[config.mk]
export PLATFORM = sky130hd
export DESIGN_NAME = msi_pq_gate
export DESIGN_NICKNAME = d
export VERILOG_FILES = /design/src/rtl/msi_pq_pkg.sv /design/src/rtl/msi_entry_addr.sv /design/src/rtl/msi_entry_decode.sv /design/src/rtl/msi_pq_gate.sv
export SDC_FILE = /design/constraint.sdc
export NUM_CORES = 1
export LEC_CHECK = 0
export BUFFER_PORTS_ARGS = -buffer_cell sky130_fd_sc_hd__buf_2
export CAP_MARGIN = 20
export CORE_MARGIN = 8
export CORE_UTILIZATION = 50
export DETAILED_ROUTE_END_ITERATION = 8
export GPL_TIMING_DRIVEN = 0
export PLACE_DENSITY = 0.79
export SETUP_SLACK_MARGIN = 0.02
export SYNTH_ARGS = -nofsm -noshare
export SYNTH_HDL_FRONTEND = slang
export SYNTH_SLANG_ARGS = --single-unit
[constraint.sdc]
create_clock -name clk -period 3.2 [get_ports clk]
set_input_delay 0.16 -clock clk [delete_from_list [all_inputs] [get_ports clk]]
set_output_delay 0.16 -clock clk [all_outputs]
set_load 0.1 [all_outputs]
[src/rtl/msi_pq_pkg.sv]
package msi_pq_pkg;

    typedef enum logic [2:0] {
        ST_IDLE,
        ST_RD_REQ,
        ST_RD_WAIT,
        ST_WR_REQ,
        ST_WR_WAIT
    } gate_state_e;

    typedef enum logic [1:0] {
        ACT_DROP,
        ACT_SEND,
        ACT_QUEUE
    } gate_action_e;

endpackage

[src/rtl/msi_entry_addr.sv]
module msi_entry_addr #(
    parameter int ADDR_W       = 32,
    parameter int SRC_W        = 11,
    parameter int WIDE_SHIFT   = 7,
    parameter int NARROW_SHIFT = 4
) (
    input  logic [ADDR_W-1:0] base_i,
    input  logic [SRC_W-1:0]  src_i,
    input  logic              wide_i,
    output logic [ADDR_W-1:0] entry_o
);
    localparam int PAD_W = ADDR_W - SRC_W;

    logic [ADDR_W-1:0] src_ext;
    logic [ADDR_W-1:0] stride_ofs;

    always_comb begin
        src_ext    = {{PAD_W{1'b0}}, src_i};
        stride_ofs = wide_i ? (src_ext << WIDE_SHIFT) : (src_ext << NARROW_SHIFT);
        entry_o    = base_i + stride_ofs;
    end
endmodule

[src/rtl/msi_entry_decode.sv]
module msi_entry_decode
    import msi_pq_pkg::*;
#(
    parameter int PRIO_LSB   = 56,
    parameter int PRIO_W     = 8,
    parameter int SERVER_LSB = 40,
    parameter int SERVER_W   = 16,
    parameter int LINK_W     = 2,
    parameter int P_BIT      = 24,
    parameter int Q_BIT      = 16,
    parameter int GEN_LSB    = 25,
    parameter int GEN_W      = 2
) (
    input  logic [63:0]                entry_i,
    input  logic                       force_i,
    output gate_action_e               action_o,
    output logic [SERVER_W-LINK_W-1:0] server_o,
    output logic [PRIO_W-1:0]          prio_o,
    output logic [7:0]                 pbyte_o
);
    localparam int SRV_OUT_W = SERVER_W - LINK_W;

    logic [SERVER_W-1:0] server_raw;
    logic [GEN_W-1:0]    gen;
    logic [1:0]          pq;
    logic                masked;

    always_comb begin
        server_raw = entry_i[SERVER_LSB +: SERVER_W];
        server_o   = server_raw[SERVER_W-1 -: SRV_OUT_W];
        prio_o     = entry_i[PRIO_LSB +: PRIO_W];
        gen        = entry_i[GEN_LSB +: GEN_W];
        masked     = &prio_o;
        pq         = force_i ? 2'b00 : {entry_i[P_BIT], entry_i[Q_BIT]};

        pbyte_o            = 8'h01;
        pbyte_o[GEN_W:1]   = gen;

        unique case (pq)
            2'b00:   action_o = masked ? ACT_QUEUE : ACT_SEND;
            2'b10:   action_o = ACT_QUEUE;
            default: action_o = ACT_DROP;
        endcase
    end
endmodule

[src/rtl/msi_pq_gate.sv]
module msi_pq_gate
    import msi_pq_pkg::*;
#(
    parameter int ADDR_W     = 32,
    parameter int SRC_W      = 11,
    parameter int IRQ_W      = 20,
    parameter int PRIO_LSB   = 56,
    parameter int PRIO_W     = 8,
    parameter int SERVER_LSB = 40,
    parameter int SERVER_W   = 16,
    parameter int P_BIT      = 24,
    parameter int Q_BIT      = 16,
    parameter int GEN_LSB    = 25,
    parameter int GEN_W      = 2,
    parameter int P_OFS      = 4,
    parameter int Q_OFS      = 5
) (
    input  logic                  clk,
    input  logic                  rst_n,
    input  logic                  cfg_tbl_en,
    input  logic [ADDR_W-1:0]     cfg_tbl_base,
    input  logic [SRC_W:0]        cfg_tbl_len,
    input  logic                  cfg_wide_entry,
    input  logic [IRQ_W-1:0]      cfg_irq_base,
    input  logic                  evt_valid,
    output logic                  evt_ready,
    input  logic [SRC_W-1:0]      evt_src,
    input  logic                  evt_force,
    output logic                  rd_req_valid,
    input  logic                  rd_req_ready,
    output logic [ADDR_W-1:0]     rd_req_addr,
    input  logic                  rd_rsp_valid,
    input  logic [63:0]           rd_rsp_data,
    input  logic                  rd_rsp_err,
    output logic                  wr_req_valid,
    input  logic                  wr_req_ready,
    output logic [ADDR_W-1:0]     wr_req_addr,
    output logic [7:0]            wr_req_byte,
    input  logic                  wr_ack_valid,
    output logic                  irq_valid,
    output logic [SERVER_W-3:0]   irq_server,
    output logic [IRQ_W-1:0]      irq_num,
    output logic [PRIO_W-1:0]     irq_prio,
    output logic                  err_pulse
);
    localparam int LINK_W = 2;
    localparam int SRV_W  = SERVER_W - LINK_W;
    localparam int IRQ_PAD = IRQ_W - SRC_W;

    typedef struct packed {
        gate_state_e         st;
        logic [SRC_W-1:0]    src;
        logic                frc;
        logic [ADDR_W-1:0]   entry;
        logic [ADDR_W-1:0]   waddr;
        logic [7:0]          wbyte;
        logic                send;
        logic                irq_v;
        logic [SRV_W-1:0]    srv;
        logic [IRQ_W-1:0]    num;
        logic [PRIO_W-1:0]   prio;
        logic                err;
    } gate_regs_t;

    gate_regs_t r_d, r_q;

    logic [ADDR_W-1:0] evt_entry;
    gate_action_e      act;
    logic [SRV_W-1:0]  dec_server;
    logic [PRIO_W-1:0] dec_prio;
    logic [7:0]        dec_pbyte;
    logic              src_in_range;

    msi_entry_addr #(
        .ADDR_W       (ADDR_W),
        .SRC_W        (SRC_W),
        .WIDE_SHIFT   (7),
        .NARROW_SHIFT (4)
    ) u_addr (
        .base_i  (cfg_tbl_base),
        .src_i   (evt_src),
        .wide_i  (cfg_wide_entry),
        .entry_o (evt_entry)
    );

    msi_entry_decode #(
        .PRIO_LSB   (PRIO_LSB),
        .PRIO_W     (PRIO_W),
        .SERVER_LSB (SERVER_LSB),
        .SERVER_W   (SERVER_W),
        .LINK_W     (LINK_W),
        .P_BIT      (P_BIT),
        .Q_BIT      (Q_BIT),
        .GEN_LSB    (GEN_LSB),
        .GEN_W      (GEN_W)
    ) u_decode (
        .entry_i  (rd_rsp_data),
        .force_i  (r_q.frc),
        .action_o (act),
        .server_o (dec_server),
        .prio_o   (dec_prio),
        .pbyte_o  (dec_pbyte)
    );

    always_comb begin
        src_in_range = ({1'b0, evt_src} < cfg_tbl_len);
        r_d          = r_q;
        r_d.irq_v    = 1'b0;
        r_d.err      = 1'b0;

        unique case (r_q.st)
            ST_IDLE: begin
                if (evt_valid) begin
                    if (cfg_tbl_en && src_in_range) begin
                        r_d.st    = ST_RD_REQ;
                        r_d.src   = evt_src;
                        r_d.frc   = evt_force;
                        r_d.entry = evt_entry;
                    end else begin
                        r_d.err = 1'b1;
                    end
                end
            end
            ST_RD_REQ: begin
                if (rd_req_ready) begin
                    r_d.st = ST_RD_WAIT;
                end
            end
            ST_RD_WAIT: begin
                if (rd_rsp_valid) begin
                    if (rd_rsp_err) begin
                        r_d.err = 1'b1;
                        r_d.st  = ST_IDLE;
                    end else begin
                        unique case (act)
                            ACT_SEND: begin
                                r_d.st    = ST_WR_REQ;
                                r_d.waddr = r_q.entry + ADDR_W'(P_OFS);
                                r_d.wbyte = dec_pbyte;
                                r_d.send  = 1'b1;
                                r_d.srv   = dec_server;
                                r_d.prio  = dec_prio;
                                r_d.num   = {{IRQ_PAD{1'b0}}, r_q.src} + cfg_irq_base;
                            end
                            ACT_QUEUE: begin
                                r_d.st    = ST_WR_REQ;
                                r_d.waddr = r_q.entry + ADDR_W'(Q_OFS);
                                r_d.wbyte = 8'h01;
                                r_d.send  = 1'b0;
                            end
                            default: begin
                                r_d.st = ST_IDLE;
                            end
                        endcase
                    end
                end
            end
            ST_WR_REQ: begin
                if (wr_req_ready) begin
                    r_d.st = ST_WR_WAIT;
                end
            end
            ST_WR_WAIT: begin
                if (wr_ack_valid) begin
                    r_d.irq_v = r_q.send;
                    r_d.st    = ST_IDLE;
                end
            end
            default: r_d.st = ST_IDLE;
        endcase
    end

    always_ff @(posedge clk) begin
        if (!rst_n) begin
            r_q       <= '0;
            r_q.st    <= ST_IDLE;
        end else begin
            r_q <= r_d;
        end
    end

    always_comb begin
        evt_ready    = (r_q.st == ST_IDLE);
        rd_req_valid = (r_q.st == ST_RD_REQ);
        rd_req_addr  = r_q.entry;
        wr_req_valid = (r_q.st == ST_WR_REQ);
        wr_req_addr  = r_q.waddr;
        wr_req_byte  = r_q.wbyte;
        irq_valid    = r_q.irq_v;
        irq_server   = r_q.srv;
        irq_num      = r_q.num;
        irq_prio     = r_q.prio;
        err_pulse    = r_q.err;
    end


    rd_hold_chk: assert property (@(posedge clk) disable iff (!rst_n)
        rd_req_valid && !rd_req_ready |=> rd_req_valid && $stable(rd_req_addr));


    irq_after_ack_chk: assert property (@(posedge clk) disable iff (!rst_n)
        irq_valid |-> $past(wr_ack_valid));


    byte_marker_chk: assert property (@(posedge clk) disable iff (!rst_n)
        wr_req_valid |-> wr_req_byte[0]);


    err_no_irq_chk: assert property (@(posedge clk) disable iff (!rst_n)
        !(err_pulse && irq_valid));


    busy_when_writing_chk: assert property (@(posedge clk) disable iff (!rst_n)
        wr_req_valid |-> !evt_ready);


    one_port_chk: assert property (@(posedge clk) disable iff (!rst_n)
        !(rd_req_valid && wr_req_valid));


    reset_quiet_chk: assert property (@(posedge clk)
        $past(!rst_n) |-> evt_ready && !rd_req_valid && !wr_req_valid && !irq_valid);

endmodule

**After elaboration in Yosys (flattened, before gate mapping)**

Index checks and enable logic that the tools add are counted.

- $add $sub $neg: 4
- Multiply operators: 0
- Div/mod/pow operators: 0
- $lt $le $gt $ge: 1
- Equality and inequality tests: 13
- Shifts and indexed selects: 0
- Mux-type cells: 19
- Bitwise gates (word level): 1
- Reduce and logical (&&, ||, !) cells: 11

Operators with widths:

| cell | count |
|---|---|
| $mux 47 | 2 |
| $pmux 41 s2 | 1 |
| $add 32x3->32 const B | 2 |
| $add 32x18->32 | 1 |
| $add 11x20->20 | 1 |
| $mux 18 | 1 |
| $mux 3 | 5 |
| $pmux 3 s5 | 1 |
| $lt 11x12->1 | 1 |
| $reduce_and 4->1 | 2 |
| $reduce_and 8->1 | 1 |
| $eq 3x2->1 const B | 2 |
| $mux 2 | 3 |
| $ne 2x1->1 const B | 3 |
| $ne 2x2->1 const B | 3 |
| $reduce_and 3->1 | 2 |
| $reduce_and 6->1 | 1 |
| $eq 2x2->1 const B | 2 |
| $mux 1 | 4 |
| $pmux 2 s2 | 1 |
| $eq 3x1->1 const B | 1 |
| $eq 3x3->1 const B | 1 |
| $logic_not 3->1 | 1 |
| $eq 2x1->1 const B | 1 |
| 6 further kinds | 6 |

- Bits in registers: 132
- Bits in latches: 0
- Memory bits (writable): 0
- Bits in read-only memories: 0
- Input bits: 150
- Output and inout bits: 119
- Logic and storage cells: 61
- Memories: 0

**Logic depth before layout (Yosys ltp)**

- Depth in word-level cells: 9
- Gate-level depth with buffers: 10
- Gate-level depth less buffers: 9

**Hierarchy**

Synthesis repeated with hierarchy kept, for this count alone.

- Cell total of the unflattened synthesis: 1,113
- Area total of the unflattened synthesis: 8,747.1 um2

By module, submodules not included:

| module | times used | cells each | area each (um2) | seq. area each (um2) |
|---|---|---|---|---|
| msi_pq_gate | 1 | 904 | 7,257.0 | 2,642.5 |
| msi_entry_addr | 1 | 168 | 1,202.4 | 0.0 |
| msi_entry_decode | 1 | 41 | 287.8 | 0.0 |

**Worst setup path after synthesis**

Ideal clock, no wire load.

- Path kind: in2reg
- Start point: in cfg_wide_entry
- End point: reg r_q, in the netlist rd_req_addr[21]
- Setup time: 0.127 ns
- Data arrival time: 2.388 ns
- Data required time: 3.073 ns
- Path slack: 0.685 ns
- Cell stages on the path: 10
- Buffers on the path: 2
- Path through: clkbuf_1 mux2_2 ha_1 buf_2 a21oi_2 o21ai_2 a311oi_4 o211a_1 o2111ai_1 nor3b_1

- Word-level cells in the longest chain between the ends: 2

Ends and longest elaborated chain:

| item | RTL line | source |
|---|---|---|
| start, declared | msi_pq_gate.sv:23 | `input logic cfg_wide_entry,` |
| $mux 18 | msi_entry_addr.sv:19 | `stride_ofs = wide_i ? (src_ext << WIDE_SHIFT) : (src_ext << NARROW_SHIFT);` |
| $add 32x18->32 | msi_entry_addr.sv:20 | `entry_o = base_i + stride_ofs;` |
| end signal, assigned | msi_pq_gate.sv:178 | `r_q <= r_d;` |
| end, declared | msi_pq_gate.sv:65 | `gate_regs_t r_d, r_q;` |

Every way passes these cells.
A chain may end at the register's enable or synchronous reset.

**Final worst setup path**

- Start point: in cfg_wide_entry
- End point: reg r_q, in the netlist rd_req_addr[25]

Same word-level chain as after synthesis.

==> metrics.txt <==
I/O pins between 200 and 300; WL/cell roughly 17 um; required time of the worst setup path approximately 3.5 ns; CTS buffer count 17; Die Wd between 100 and 150 um; largest net degree at the start of global routing 17; Netlist cell types 74; first-pass GRT wire length 42.6 mm; HPWL Detailed 20.8 mm; layout cells sized above 1 0.307; Clk Latency, worst-skew pair about 0.43 ns; CP startpoint kind primary input; top cells by area, synth dfxtp_1 (31%), buf_4 (11%), nand2_1 (7.3%); Leak Pwr 4.85 nW; Primary FF master, synth dfxtp_1; core footprint between 15000 and 20000 um2; #FFs+latches synth 127; vias in the first global route 8487; Clock Power Share 0.328; fillcell total approximately 1400; switching part of the total 0.413; # rows 47; critical path cell sequence buf_2 > clkbuf_1 > mux2_2 > ha_1 > buf_2 > a21oi_2 > o21ai_2 > a311oi_4 > o221ai_1 > a41o_1 > a211oi_1; Yosys top cell area share 0.308; router iterations before antenna repair 5; CTS tree yes; most used cell along the critical path buf_2; EDFF count, synth 0; gp weighted congestion a little over 0.9; setup ws final between 0.5 and 0.6 ns; f_max 0.372 GHz; post-route minimum period ~2.7 ns; Hold Crit Class in2reg; Worst Setup SP cfg_wide_entry; Worst-Margin Slew between 0.7 and 0.8 ns; crit end category register; Reg power frac 0.293; All-Layer GR Usage 0.261; Vias 8810; status finished, final reports clean; CP Class in2reg; gr ovfl total 0; Async SR Flop Fraction 0; Critical Path Fanout Max 10; Slew HR 0.507; final antenna-violating net count 0; die area about 21000 um2; Netlist Area Pre-Place 8270 um2; Critical-path top delay cell a311oi_4; Layout area overhead 28.6%; drt total wl around 28 mm; RSZ-0062 raised after global routing false; Post-synth top cells nand2_1 (161), dfxtp_1 (127), buf_4 (117), a21oi_1 (108), o21ai_0 (72); Post-CTS Setup Inserts 0; CTS sink count around 130; post_cts resized 0; cell taking the most area after synthesis dfxtp_1; final design utilization 0.650; Net count, final 1535; clock transition at the registers of the reported paths ~0.05 ns; switching pwr between 2 and 3 mW; min-delay src evt_src[4]; max-slew violations 0; H-tree levels 4; post-synthesis sequential area ratio 0.308; Syn Inst Count 1069; delay of the slowest critical-path stage around 0.43 ns; CTS Hold Bufs 29; Hold Vio Cnt, Final 0; die height 145 um; power share of the combinational group 0.379; setup tns final 0 ns; initial antenna violation count 4; most common cell in the netlist nand2_1; Clock Path Buffers 2; post-route design area ~11000 um2; 1st-iter DRT viols between 700 and 800; Synth warnings 0; Worst Path Arrival 2.99 ns; Post-Place Worst Slack between 0.1 and 0.15 ns; maximum vdd drop about 430 uV; Residual DRC 0; Area after DPL 9680 um2; skew final just under 0.008 ns; via/cell ratio approximately 5.6; CTS Root Cell clkbuf_16; final worst-path cycle share 0.839; P per Cell Area 619 nW/um2; average size of a mapped cell ~7.7 um2; Worst R2R Start r_q[118]$_SDFFE_PN0P_; internal power about 3.9 mW; Max Cap Viol 0; final setup vio count 0; Initial Utilization 0.506; PortBufs around 220
state kept, by name, summed over array words and instances (netlist names):
register	flops
err_pulse	1
irq_num	20
irq_prio	8
irq_server	14
irq_valid	1
r_q	16
rd_req_addr	32
wr_req_addr	32
wr_req_byte	3
cells in the final DEF (no fill, tap or decap), drive strengths merged, types with 11 or more instances in the layout:
cell type    Yosys  routed
a211oi          15      15
clkbuf          30      49
nand4           22      22
o21ai           74      74
dfxtp          127     127
inv             29      29
nor4            11      11
dlygate4sd3      0      29
buf            137     361
a31oi           13      13
nor3            20      20
nor2            59      59
nand2          162     162
a21oi          109     109
xnor2           29      29
nand3           49      49
xor2            18      18
ha              38      38
logic make-up after synthesis:
| group | after synthesis | synth area share |
|---|---|---|
| compound gates | 271 | 0.200 |
| xor+xnor | 47 | 0.0498 |
| fa+ha+maj | 40 | 0.0623 |
| buf+inv | 197 | 0.146 |
| flops | 127 | 0.308 |
| mux | 12 | 0.0157 |
| other cells | 1 | 0.000454 |
| simple gates | 374 | 0.218 |
final cells by class:
type | instances | area, um2 | area share
multi-input cells | 749 | 4530 | 0.426
diodes | 4 | 10.0 | 0.000942
inverters | 30 | 113 | 0.0106
flip-flops and latches | 127 | 2540 | 0.239
clock buffers | 19 | 433 | 0.0407
repair buffers | 253 | 1410 | 0.133
plain buffers | 167 | 1100 | 0.103
clock inverters | 13 | 218 | 0.0205
well taps | 220 | 275 | 0.0259
critical path: cells and delay by family:
kind,cells,cell delay [ns]
muxes,1,0.39
buffers and inverters,3,0.67
AOI/OAI and AO/OA,6,1.52
adders and majority gates,1,0.26
per-layer routing:
layer | up-vias | track usage | routed length [um]
met5 | - | 0 | 0
met4 | 0 | 0.143 | 1180
met3 | 84 | 0.0485 | 2060
met2 | 378 | 0.419 | 12800
met1 | 4122 | 0.323 | 11500
li1 | 4226 | - | -
final timing paths:
check | endpoint | slack [ns] | cells after the start
worst min-delay path | r_q[122]$_SDFFE_PN0P_ | 0.02 | 3
worst max register to register | irq_num[16]$_SDFFE_PN0P_ | 0.61 | 8
worst min register to register | irq_prio[6]$_SDFFE_PN0P_ | 0.45 | 2
worst max-delay path | rd_req_addr[25]$_SDFFE_PN0P_ | 0.52 | 11
stage by stage:
stage / power, mW / instances / hold slack (ns)
floorplan: 3.84 / 1073 / 0.296
global placement: 4.34 / 1517 / 0.401
detailed placement: 4.38 / 1517 / 0.408
CTS: 6.55 / 1578 / 0.00674
global route: 6.82 / 1582 / 0.0152
finish: 6.58 / 1582 / 0.0212
power groups by stage:
stage          logic, mW  registers (mW)  clock network [mW]
2_1_floorplan       1.94            1.89                   0
3_3_place_gp        2.40            1.95                   0
3_5_place_dp        2.43            1.95                   0
4_1_cts             2.47            1.92                2.16
5_1_grt             2.64            1.94                2.24
6_report            2.49            1.93                2.16
No activity file was read; power rests on OpenSTA's default activity.
